==> src/rtl/rtc_regif_pkg.sv <==
package rtc_regif_pkg;
  localparam int unsigned OFS_CTRL   = 'h00;
  localparam int unsigned OFS_IRQ_EN = 'h08;
  localparam int unsigned OFS_TIME0  = 'h20;
  localparam int unsigned OFS_PK_A   = 'h4C;
  localparam int unsigned OFS_PK_B   = 'h50;
  localparam int unsigned OFS_CFG_A  = 'h5C;
  localparam int unsigned OFS_CFG_B  = 'h60;
  localparam int unsigned OFS_PROT   = 'h70;
  localparam int unsigned OFS_TRIG   = 'h78;
  localparam int unsigned OFS_ALM0   = 'h80;

  localparam logic [7:0]  CTRL_KEY   = 8'h43;
  localparam logic [15:0] PK_A_VAL   = 16'hA357;
  localparam logic [15:0] PK_B_VAL   = 16'h67D2;
  localparam logic [15:0] CFG_A_VAL  = 16'h4848;
  localparam logic [15:0] CFG_B_VAL  = 16'h0048;
  localparam logic [15:0] UNLOCK_A   = 16'h9136;
  localparam logic [15:0] UNLOCK_B   = 16'h586A;

  localparam int unsigned BIT_RUN    = 0;
  localparam int unsigned BIT_LOST   = 1;
  localparam int unsigned BIT_VALID  = 2;
  localparam int unsigned BIT_OPEN   = 3;
  localparam int unsigned BIT_CLRKEY = 4;
  localparam int unsigned BIT_RELOAD = 5;
  localparam int unsigned BIT_BUSY   = 6;

  // sys bank word order
  localparam int unsigned SYS_CFG_A = 0;
  localparam int unsigned SYS_CFG_B = 1;
  localparam int unsigned SYS_PK_A  = 2;
  localparam int unsigned SYS_PK_B  = 3;
  localparam int unsigned SYS_WORDS = 4;

  typedef enum logic [1:0] {
    UL_WAIT_A = 2'd0,
    UL_WAIT_B = 2'd1,
    UL_OPEN   = 2'd2
  } unlock_st_e;
endpackage

==> src/rtl/rtc_shadow_bank.sv <==
module rtc_shadow_bank #(
  parameter int unsigned N_WORDS = 1,
  parameter int unsigned WORD_W  = 16
) (
  input  logic                             clk_i,
  input  logic                             rst_ni,
  input  logic [N_WORDS-1:0]               wr_i,
  input  logic [N_WORDS-1:0]               commit_i,
  input  logic [N_WORDS-1:0]               clr_i,
  input  logic [WORD_W-1:0]                wdata_i,
  output logic [N_WORDS-1:0][WORD_W-1:0]   shadow_o,
  output logic [N_WORDS-1:0][WORD_W-1:0]   live_o
);
  for (genvar g = 0; g < N_WORDS; g++) begin : g_word
    logic [WORD_W-1:0] sh_q, lv_q;

    always_ff @(posedge clk_i or negedge rst_ni) begin
      if (!rst_ni)        sh_q <= '0;
      else if (clr_i[g])  sh_q <= '0;
      else if (wr_i[g])   sh_q <= wdata_i;
    end

    // live takes the pre-edge shadow value
    always_ff @(posedge clk_i or negedge rst_ni) begin
      if (!rst_ni)          lv_q <= '0;
      else if (clr_i[g])    lv_q <= '0;
      else if (commit_i[g]) lv_q <= sh_q;
    end

    assign shadow_o[g] = sh_q;
    assign live_o[g]   = lv_q;
  end
endmodule

==> src/rtl/rtc_commit_ctrl.sv <==
module rtc_commit_ctrl #(
  parameter int unsigned COMMIT_CYC = 4
) (
  input  logic clk_i,
  input  logic rst_ni,
  input  logic trig_i,
  output logic busy_o,
  output logic done_o
);
  localparam int unsigned CNT_W = (COMMIT_CYC > 1) ? $clog2(COMMIT_CYC) : 1;
  localparam logic [CNT_W-1:0] CNT_LAST = CNT_W'(COMMIT_CYC - 1);

  logic             busy_q;
  logic [CNT_W-1:0] cnt_q;

  always_ff @(posedge clk_i or negedge rst_ni) begin
    if (!rst_ni) begin
      busy_q <= 1'b0;
      cnt_q  <= '0;
    end else if (!busy_q) begin
      if (trig_i) begin
        busy_q <= 1'b1;
        cnt_q  <= '0;
      end
    end else if (cnt_q == CNT_LAST) begin
      busy_q <= 1'b0;
    end else begin
      cnt_q <= cnt_q + 1'b1;
    end
  end

  assign busy_o = busy_q;
  assign done_o = busy_q && (cnt_q == CNT_LAST);
endmodule

==> src/rtl/rtc_unlock_seq.sv <==
module rtc_unlock_seq
  import rtc_regif_pkg::*;
#(
  parameter int unsigned DATA_W = 16
) (
  input  logic              clk_i,
  input  logic              rst_ni,
  input  logic              done_i,
  input  logic              pend_i,
  input  logic [DATA_W-1:0] val_i,
  output logic              open_o
);
  unlock_st_e st_q, st_d;

  always_comb begin
    st_d = st_q;
    if (done_i && pend_i) begin
      unique case (st_q)
        UL_WAIT_A: st_d = (val_i == DATA_W'(UNLOCK_A)) ? UL_WAIT_B : UL_WAIT_A;
        UL_WAIT_B: st_d = (val_i == DATA_W'(UNLOCK_B)) ? UL_OPEN   : UL_WAIT_A;
        default:   st_d = UL_OPEN;
      endcase
    end
  end

  always_ff @(posedge clk_i or negedge rst_ni) begin
    if (!rst_ni) st_q <= UL_WAIT_A;
    else         st_q <= st_d;
  end

  assign open_o = (st_q == UL_OPEN);
endmodule

==> src/rtl/rtc_regif.sv <==
module rtc_regif
  import rtc_regif_pkg::*;
#(
  parameter int unsigned ADDR_W     = 8,
  parameter int unsigned DATA_W     = 16,
  parameter int unsigned N_TIME     = 6,
  parameter int unsigned N_ALARM    = 6,
  parameter int unsigned COMMIT_CYC = 4
) (
  input  logic                        clk_i,
  input  logic                        rst_ni,
  input  logic                        req_i,
  input  logic                        we_i,
  input  logic [ADDR_W-1:0]           addr_i,
  input  logic [DATA_W-1:0]           wdata_i,
  output logic [DATA_W-1:0]           rdata_o,
  output logic [N_TIME*DATA_W-1:0]    live_time_o,
  output logic [N_ALARM*DATA_W-1:0]   live_alarm_o,
  output logic [DATA_W-1:0]           live_irq_en_o,
  output logic                        busy_o,
  output logic                        unlocked_o,
  output logic                        core_run_o,
  output logic                        pwr_lost_o,
  output logic                        time_valid_o,
  output logic                        reload_o
);
  localparam logic [ADDR_W-1:0] A_CTRL = ADDR_W'(OFS_CTRL);
  localparam logic [ADDR_W-1:0] A_IRQ  = ADDR_W'(OFS_IRQ_EN);
  localparam logic [ADDR_W-1:0] A_PROT = ADDR_W'(OFS_PROT);
  localparam logic [ADDR_W-1:0] A_TRIG = ADDR_W'(OFS_TRIG);

  logic bus_wr, bus_rd, open, done, trig, ctrl_ok, clr_cmd;
  assign bus_wr  = req_i && we_i;
  assign bus_rd  = req_i && !we_i;
  assign trig    = bus_wr && (addr_i == A_TRIG) && wdata_i[0];
  assign ctrl_ok = bus_wr && (addr_i == A_CTRL) && (wdata_i[DATA_W-1:DATA_W-8] == CTRL_KEY);
  assign clr_cmd = ctrl_ok && wdata_i[BIT_CLRKEY];

  // decode
  logic [N_TIME-1:0]    time_hit;
  logic [N_ALARM-1:0]   alm_hit;
  logic [SYS_WORDS-1:0] sys_hit;
  for (genvar k = 0; k < N_TIME; k++) begin : g_thit
    assign time_hit[k] = (addr_i == ADDR_W'(OFS_TIME0 + 4 * k));
  end
  for (genvar k = 0; k < N_ALARM; k++) begin : g_ahit
    assign alm_hit[k] = (addr_i == ADDR_W'(OFS_ALM0 + 4 * k));
  end
  assign sys_hit[SYS_CFG_A] = (addr_i == ADDR_W'(OFS_CFG_A));
  assign sys_hit[SYS_CFG_B] = (addr_i == ADDR_W'(OFS_CFG_B));
  assign sys_hit[SYS_PK_A]  = (addr_i == ADDR_W'(OFS_PK_A));
  assign sys_hit[SYS_PK_B]  = (addr_i == ADDR_W'(OFS_PK_B));

  logic guarded_wr;
  assign guarded_wr = bus_wr && open;

  logic [N_TIME-1:0]  time_wr;
  logic [N_ALARM-1:0] alm_wr;
  logic               irq_wr;
  assign time_wr = {N_TIME{guarded_wr}} & time_hit;
  assign alm_wr  = {N_ALARM{guarded_wr}} & alm_hit;
  assign irq_wr  = guarded_wr && (addr_i == A_IRQ);

  // commit sequencer
  rtc_commit_ctrl #(.COMMIT_CYC(COMMIT_CYC)) u_commit (
    .clk_i  (clk_i),
    .rst_ni (rst_ni),
    .trig_i (trig),
    .busy_o (busy_o),
    .done_o (done)
  );

  // banks
  logic [N_TIME-1:0][DATA_W-1:0]    time_sh, time_lv;
  logic [N_ALARM-1:0][DATA_W-1:0]   alm_sh, alm_lv;
  logic [0:0][DATA_W-1:0]           irq_sh, irq_lv;
  logic [SYS_WORDS-1:0][DATA_W-1:0] sys_sh, sys_lv;

  rtc_shadow_bank #(.N_WORDS(N_TIME), .WORD_W(DATA_W)) u_time (
    .clk_i (clk_i), .rst_ni (rst_ni), .wr_i (time_wr),
    .commit_i ({N_TIME{done}}), .clr_i ('0), .wdata_i (wdata_i),
    .shadow_o (time_sh), .live_o (time_lv)
  );

  rtc_shadow_bank #(.N_WORDS(N_ALARM), .WORD_W(DATA_W)) u_alarm (
    .clk_i (clk_i), .rst_ni (rst_ni), .wr_i (alm_wr),
    .commit_i ({N_ALARM{done}}), .clr_i ('0), .wdata_i (wdata_i),
    .shadow_o (alm_sh), .live_o (alm_lv)
  );

  rtc_shadow_bank #(.N_WORDS(1), .WORD_W(DATA_W)) u_irq (
    .clk_i (clk_i), .rst_ni (rst_ni), .wr_i (irq_wr),
    .commit_i (done), .clr_i (1'b0), .wdata_i (wdata_i),
    .shadow_o (irq_sh), .live_o (irq_lv)
  );

  // configuration must already be live before keys are taken
  logic cfg_ready, key_ok;
  assign cfg_ready = (sys_lv[SYS_CFG_A] == DATA_W'(CFG_A_VAL)) &&
                     (sys_lv[SYS_CFG_B] == DATA_W'(CFG_B_VAL));
  assign key_ok    = (sys_lv[SYS_PK_A] == DATA_W'(PK_A_VAL)) &&
                     (sys_lv[SYS_PK_B] == DATA_W'(PK_B_VAL));

  logic [SYS_WORDS-1:0] sys_commit, sys_clr;
  assign sys_commit[SYS_CFG_A] = done;
  assign sys_commit[SYS_CFG_B] = done;
  assign sys_commit[SYS_PK_A]  = done && cfg_ready;
  assign sys_commit[SYS_PK_B]  = done && cfg_ready;
  assign sys_clr[SYS_CFG_A]    = 1'b0;
  assign sys_clr[SYS_CFG_B]    = 1'b0;
  assign sys_clr[SYS_PK_A]     = clr_cmd;
  assign sys_clr[SYS_PK_B]     = clr_cmd;

  rtc_shadow_bank #(.N_WORDS(SYS_WORDS), .WORD_W(DATA_W)) u_sys (
    .clk_i (clk_i), .rst_ni (rst_ni), .wr_i ({SYS_WORDS{bus_wr}} & sys_hit),
    .commit_i (sys_commit), .clr_i (sys_clr), .wdata_i (wdata_i),
    .shadow_o (sys_sh), .live_o (sys_lv)
  );

  // protection word and unlock sequence
  logic [DATA_W-1:0] prot_q;
  logic              prot_pend_q;
  always_ff @(posedge clk_i or negedge rst_ni) begin
    if (!rst_ni) begin
      prot_q      <= '0;
      prot_pend_q <= 1'b0;
    end else if (bus_wr && addr_i == A_PROT) begin
      prot_q      <= wdata_i;
      prot_pend_q <= 1'b1;
    end else if (done) begin
      prot_pend_q <= 1'b0;
    end
  end

  rtc_unlock_seq #(.DATA_W(DATA_W)) u_unlock (
    .clk_i  (clk_i),
    .rst_ni (rst_ni),
    .done_i (done),
    .pend_i (prot_pend_q),
    .val_i  (prot_q),
    .open_o (open)
  );

  // time validity
  logic time_dirty_q, time_valid_q, reload_q;
  always_ff @(posedge clk_i or negedge rst_ni) begin
    if (!rst_ni) begin
      time_dirty_q <= 1'b0;
      time_valid_q <= 1'b0;
      reload_q     <= 1'b0;
    end else begin
      reload_q <= ctrl_ok && wdata_i[BIT_RELOAD];
      if (|time_wr)  time_dirty_q <= 1'b1;
      else if (done) time_dirty_q <= 1'b0;
      if (clr_cmd)                   time_valid_q <= 1'b0;
      else if (done && time_dirty_q) time_valid_q <= 1'b1;
    end
  end

  // read mux
  always_comb begin
    rdata_o = '0;
    if (bus_rd) begin
      if (addr_i == A_CTRL) begin
        rdata_o[BIT_BUSY]  = busy_o;
        rdata_o[BIT_OPEN]  = open;
        rdata_o[BIT_VALID] = time_valid_q;
        rdata_o[BIT_LOST]  = !key_ok;
        rdata_o[BIT_RUN]   = key_ok && cfg_ready;
      end
      if (addr_i == A_IRQ) rdata_o = irq_sh[0];
      for (int k = 0; k < N_TIME; k++)
        if (time_hit[k]) rdata_o = time_sh[k];
      for (int k = 0; k < N_ALARM; k++)
        if (alm_hit[k]) rdata_o = alm_sh[k];
      for (int k = 0; k < int'(SYS_WORDS); k++)
        if (sys_hit[k]) rdata_o = sys_sh[k];
    end
  end

  assign live_time_o   = time_lv;
  assign live_alarm_o  = alm_lv;
  assign live_irq_en_o = irq_lv[0];
  assign unlocked_o    = open;
  assign core_run_o    = key_ok && cfg_ready;
  assign pwr_lost_o    = !key_ok;
  assign time_valid_o  = time_valid_q;
  assign reload_o      = reload_q;
endmodule

==> config.mk <==
export PLATFORM = sky130hd
export DESIGN_NAME = rtc_regif
export DESIGN_NICKNAME = d
export VERILOG_FILES = /design/src/rtl/rtc_regif_pkg.sv /design/src/rtl/rtc_shadow_bank.sv /design/src/rtl/rtc_commit_ctrl.sv /design/src/rtl/rtc_unlock_seq.sv /design/src/rtl/rtc_regif.sv
export SDC_FILE = /design/constraint.sdc
export NUM_CORES = 1
export LEC_CHECK = 0
export ABC_AREA = 1
export BUFFER_PORTS_ARGS = -buffer_cell sky130_fd_sc_hd__buf_2
export CORE_MARGIN = 4
export CORE_UTILIZATION = 61
export CTS_BUF_LIST = sky130_fd_sc_hd__clkbuf_2 sky130_fd_sc_hd__clkbuf_4 sky130_fd_sc_hd__clkbuf_8
export DETAILED_ROUTE_END_ITERATION = 10
export GPL_TIMING_DRIVEN = 0
export PLACE_DENSITY = 0.79
export SYNTH_ARGS = -nofsm -noshare
export SYNTH_HDL_FRONTEND = slang
export SYNTH_SLANG_ARGS = --single-unit
==> constraint.sdc <==
create_clock -name clk_i -period 2.9 [get_ports clk_i]
set_input_delay 0.58 -clock clk_i [delete_from_list [all_inputs] [get_ports clk_i]]
set_output_delay 0.58 -clock clk_i [all_outputs]
set_load 0.02 [all_outputs]
# After elaboration in Yosys (flattened, before gate mapping)
# Index checks and enable logic that the tools add are counted.
# totals
register_bits,569
latchBits,0
ramBits,0
romBits,0
in_bits,28
output_inout_bits,230
word_cells,149
memories,0
# op_classes
n_addsub,1
multipliers,0
div_mod_pow,0
magnitude_cmp,0
eq_ne,30
n_shift,0
mux,42
bitwise,3
reduce_logical,31
# ops
cell,count
$mux W16,26
$eq A8 B7 Y1 const B,7
$eq A16 B15 Y1 const B,3
$eq A8 B6 Y1 const B,6
$eq A8 B8 Y1 const B,6
$eq A16 B16 Y1 const B,2
$logic_and A1 B1 Y1,18
$eq A16 B7 Y1 const B,1
$reduce_bool A2 Y1,7
$and A6 B6 Y6,2
$mux W1,10
$eq A8 B4 Y1 const B,1
$logic_not A8 Y1,1
$mux W2,4
$reduce_or A6 Y1,1
$and A4 B4 Y4,1
$eq A2 B2 Y1 const B,2
$mux W4,1
$pmux W2 S2,1
$add A2 B1 Y2 const B,1
$eq A2 B1 Y1 const B,1
$logic_not A1 Y1,2
$logic_not A2 Y1,1
$ne A2 B2 Y1 const B,1
$reduce_and A2 Y1,1

# Depth between registers and ports, before layout
# logic_depth
depth_word,22
depth_mapped,17

# By module
# A second synthesis with hierarchy kept.
# hier_totals
hier_cells,3223
area_unflattened_um2,27113.5
# modules_own_cells
module,n_inst,cells_per_inst,area_per_inst_um2,seq_area_each_um2
rtc_shadow_bank (u_alarm ...),2,840,8037.7,4804.6
rtc_shadow_bank (u_sys),1,560,5381.4,3203.1
rtc_regif,1,785,3923.8,500.5
rtc_shadow_bank (u_irq),1,140,1371.3,800.8
rtc_unlock_seq,1,41,215.2,50.0
rtc_commit_ctrl,1,17,146.4,75.1

# Least setup slack after synthesis
# No wires, ideal clock.
# synth_path
kind,input -> output
start,input addr_i[0]
end,output rdata_o[10]
t_arrival_ps,2117
required_ps,2320
slack_ps,203
path_stages,16
path_buffers,1
cell_sequence,inv_1 nand2_1 nor2_2 nand2_2 nor2_4 buf_4 a21oi_1 o21ai_0 o21ai_0 nand4_1 nand2_1 nand4_1 nor2_1 nand4_1 nand2_1 a21oi_1
# synth_via
elab_chain_cells,19
word_cells_on_any_way,35
cone_classes,17 x eq/ne; 18 x mux
# synth_rtl
element,line,source
start: declaration,rtc_regif.sv:14,"input logic [ADDR_W-1:0] addr_i,"
$eq A8 B4 Y1,rtc_regif.sv:171,if (addr_i == A_IRQ) rdata_o = irq_sh[0];
$mux W16,rtc_regif.sv:171,
$mux W16 (6 in a row),rtc_regif.sv:173,if (time_hit[k]) rdata_o = time_sh[k];
$mux W16 (6 in a row),rtc_regif.sv:175,if (alm_hit[k]) rdata_o = alm_sh[k];
$mux W16 (3 in a row),rtc_regif.sv:177,if (sys_hit[k]) rdata_o = sys_sh[k];
$mux W16 *,rtc_regif.sv:177,
$mux W16 *,rtc_regif.sv:163,if (bus_rd) begin
end: declaration,rtc_regif.sv:16,"output logic [DATA_W-1:0] rdata_o,"
# Mark *: on every way between the ends. The rest lies on a longest branch, timed or not.

# Final worst setup path
# layout_path
start,register u_sys.g_word[3].lv_q[12]
end,output rdata_o[1]
# layout_via
elab_chain_cells,22
# layout_rtl
element,line,source
start: declaration,rtc_shadow_bank.sv:15,"logic [WORD_W-1:0] sh_q, lv_q;"
start signal: assignment,rtc_shadow_bank.sv:27,else if (commit_i[g]) lv_q <= sh_q;
$eq A16 B15 Y1,rtc_regif.sv:102,(sys_lv[SYS_PK_B] == DATA_W'(PK_B_VAL));
$logic_and A1 B1 Y1,rtc_regif.sv:101,assign key_ok = (sys_lv[SYS_PK_A] == DATA_W'(PK_A_VAL)) &&
$logic_not A1 Y1,rtc_regif.sv:168,rdata_o[BIT_LOST] = !key_ok;
$mux W4,rtc_regif.sv:164,if (addr_i == A_CTRL) begin
$mux W16,rtc_regif.sv:171,
$mux W16 (6 in a row),rtc_regif.sv:173,
$mux W16 (6 in a row),rtc_regif.sv:175,
$mux W16 (4 in a row),rtc_regif.sv:177,
$mux W16,rtc_regif.sv:163,
# Every way passes these cells.

==> flow_metrics.tcl <==
set metrics [dict create \
    initial_utilization_pct 61.6 \
    syn_nets 2828 \
    fin_crit_ps 3970 \
    rsz0062_at_grt "true" \
    track_usage_pct 40.4 \
    netlist_top_cells_area "dfrtp_1, nand2_1, o21ai_0" \
    crit_type "reg -> out" \
    synth_area_um2 23800 \
    syn_avg_cell_area_um2 8.49 \
    vias 22822 \
    fmax_ghz 0.252 \
    tightest_slew_ps 1470 \
    synth_seq_area_share_pct 59.9 \
    violations "negative setup slack" \
    path_cells "nor2_2 -> nand2_2 -> nor2_4 -> nand2_2 -> nor2_4 -> o21ai_2 -> nand2_1 -> nand4_1 -> nand2_1 -> nand4_1 -> nand2_1 -> nand3_2 -> nand2_2 -> nand4_1 -> nand2_1 -> inv_2 -> buf_6" \
    place_hpwl_um 58800 \
    grt_max_degree 135 \
    die_area_um2 42200 \
    cpMaxStageDelayCell "dfrtp_1" \
    path_common_cell "nand2_1" \
    finalMaxSlewViolations 0 \
    path_buf_inv 2 \
    regArea_um2 14200 \
    critical-path-max-stage-delay_ps 400 \
    path_clk_slew_ps 60 \
    drc_errors 0 \
    core-area_um2 38600 \
    clkLatencyLatePin_ps 670 \
    arrival_ps 3390 \
    start_kind "flip-flop" \
    antenna_found_initial 2 \
    setup_viol 18 \
    clock-root-buffer "clkbuf_8" \
    port_buffers 257 \
    design.final.nets 3261 \
    multiInputGateArea_um2 8600 \
    wire_per_inst_um 22.6 \
    antenna_left 0 \
    leakage_nw 14.8 \
    drt_iter0_drc 3310 \
    clock_sinks 569 \
    place.gp.congestion 0.962 \
    max-cap-violations 0 \
    hold_viol_final 0 \
    clock_path_buffers 3 \
    max-vdd-ir-drop_mv 0.378 \
    grt_pass1_wl_um 128000 \
    pin_count 258 \
    die_y_um 205 \
    post_dp_cell_area_um2 25800 \
    setup_slack_ps -1070 \
    viasPerCell 5.99 \
    synth.top_cell.area_share_pct 59.9 \
    rows 72 \
    skew_ps 22.8 \
    end_kind "output pin" \
    drive_above_1_share_pct 20.7 \
    synth_cell_types 38 \
    hold_path.class "in -> reg" \
    utilization_pct 75.6 \
    cts_made_buffers 88 \
    finalInstanceArea_um2 29200 \
    area_growth_pct 22.8 \
    overflow 0 \
    die_width_um 205 \
    firstDrtPassIters 6 \
    min_period_over_period_pct 137 \
    crit_required_ps 2320 \
    ys_ff_latch 569 \
    routed_wirelength_um 86300 \
    maxSlewHeadroom_pct 2.12 \
    cts_tree "done" \
    yosysWarnings 0 \
    filler_cell_count 2792 \
    tns_ps -9550 \
    critical-path-top-delay-family "simple AND/OR/NAND/NOR gates" \
    yosysTopAreaCell "dfrtp_1" \
    power_density_nw_per_um2 551 \
    htree_levels 3 \
    status "complete, but fails checks" \
    dp_slack_ps -1090 \
    synthCells 2799 \
    grt_pass1_vias 22106 \
    worstPathMaxFanout 2 \
    timing.hold.ws_ps 173 \
]
Yosys cell counts:
cell	n
nor3_2	3
buf_4	5
clkbuf_1	114
dfrtp_1	569
inv_2	14
o21ai_1	28
inv_1	219
a211oi_1	2
nor4_2	1
nor2_4	7
a31oi_1	1
nand4_1	50
and2_1	1
clkinv_2	1
nor4_1	8
nand3_2	1
nor2_8	1
nor2_1	85
o2111ai_1	1
nand2_2	7
nor2_2	5
nand3_4	1
buf_6	5
nand2_1	1116
buf_1	11
buf_2	13
nand3b_1	4
o41ai_1	2
nor3_1	6
o22ai_1	18
o21ai_0	434
a21oi_1	35
nor4b_1	1
o211ai_1	2
nand3_1	25
clkinv_1	1
ha_1	1
nand2_4	1
cells by family after synthesis:
logic type / Yosys count / synth area share, %
adder cells (fa/ha/maj): 1 / 0.0527
flip-flops: 569 / 59.9
AO/OA/AOI/OAI: 523 / 11.2
buffers and inverters: 383 / 6.36
AND/OR/NAND/NOR: 1323 / 22.4
flip-flops by register name (all words and copies together) (netlist names):
signal               count
u_alarm.g_word.lv_q     96
u_alarm.g_word.sh_q     96
u_time.g_word.lv_q      96
u_time.g_word.sh_q      96
u_sys.g_word.lv_q       64
u_sys.g_word.sh_q       64
prot_q                  16
u_irq.live_o            16
u_irq.shadow_o          16
u_commit.cnt_q           2
u_unlock.st_q            2
prot_pend_q              1
reload_o                 1
time_dirty_q             1
time_valid_o             1
u_commit.busy_o          1
final timing paths:
path | from | endpoint | slack, ps | depth (start not counted)
setup reg to reg | u_commit.cnt_q[1]$_DFFE_PN0P_ | u_time.g_word[2].lv_q[15]$_DFFE_PN0P_ | 170 | 7
min in group asynchronous | rst_ni | u_time.g_word[3].lv_q[10]$_DFFE_PN0P_ | 530 | 2
hold reg to reg | u_alarm.g_word[2].lv_q[5]$_DFFE_PN0P_ | u_alarm.g_word[2].lv_q[5]$_DFFE_PN0P_ | 470 | 2
setup / recovery | u_sys.g_word[3].lv_q[12]$_DFFE_PN0P_ | rdata_o[1] | -1070 | 17
max in group asynchronous | rst_ni | u_sys.g_word[3].lv_q[7]$_DFFE_PN0P_ | 1220 | 3
hold / removal | wdata_i[11] | u_sys.g_word[3].sh_q[11]$_DFFE_PN0P_ | 170 | 3
cells in the final DEF (no fill, tap or decap), types with 12 or more instances in the layout:
cell,Yosys,final
nand2_1,1116,1076
dfrtp_1,569,569
o21ai_0,434,419
buf_2,13,244
inv_1,219,202
clkbuf_1,114,111
clkbuf_8,0,108
buf_4,5,73
nor2_1,85,68
nand4_1,50,50
buf_6,5,38
nand2_2,7,35
o21ai_1,28,30
clkbuf_4,0,24
a21oi_1,35,21
inv_2,14,20
nor2_4,7,16
nand3_1,25,16
o22ai_1,18,16
nor2_2,5,13
a21oi_2,0,12
power breakdown:
group	leakage [nW]	internal (mW)	switching, mW
logic	6.08	0.183	0.643
registers	7.78	8.05	0.0987
clock network	0.982	3.93	3.18
per-layer routing:
layer	track usage, %	up-vias	part of all wire, %	wire length, um
met5	0	-	0.0093	8
met4	24.6	2	8.0	6900
met3	11.0	439	12	10500
met2	59.7	1690	43	37400
met1	53.8	10948	36	31400
li1	-	9743	-	-
worst min-delay path, delay by kind of cell:
kind                   cells  cell delay, ps
buffers and inverters      1             110
AND/OR/NAND/NOR            1              50
AO/OA/AOI/OAI              1              60
cell type report:
cell class                 instances  share of cell area [%]
antenna                            3                  0.0257
buffer                           147                    2.23
clock buffer                     132                    5.71
clock inverter                    18                   0.609
inverter                         235                    3.17
multi-input combinational       1847                    29.5
sequential                       569                    48.8
tap                              518                    2.22
timing repair buffer             344                    7.73
per-stage QoR:
| step | std cells | power [mW] |
|---|---|---|
| detailed placement | 3578 | 9.03 |
| CTS | 3788 | 16.0 |
| finish | 3813 | 16.1 |
| floorplan | 2799 | 8.54 |
| global route | 3810 | 16.5 |
| global placement | 3574 | 8.98 |
timing repair:
item                                    in CTS  in global routing
pin swaps                                   79                 97
hold buffers                                 1                  0
cloned                                       1                  0
endpoints found under the setup margin      16                 18
buffers inserted                            58                 44
resized for setup                          165                 93
hold endpoints to repair                    82                  0
Power figures use the tool's default switching activity.
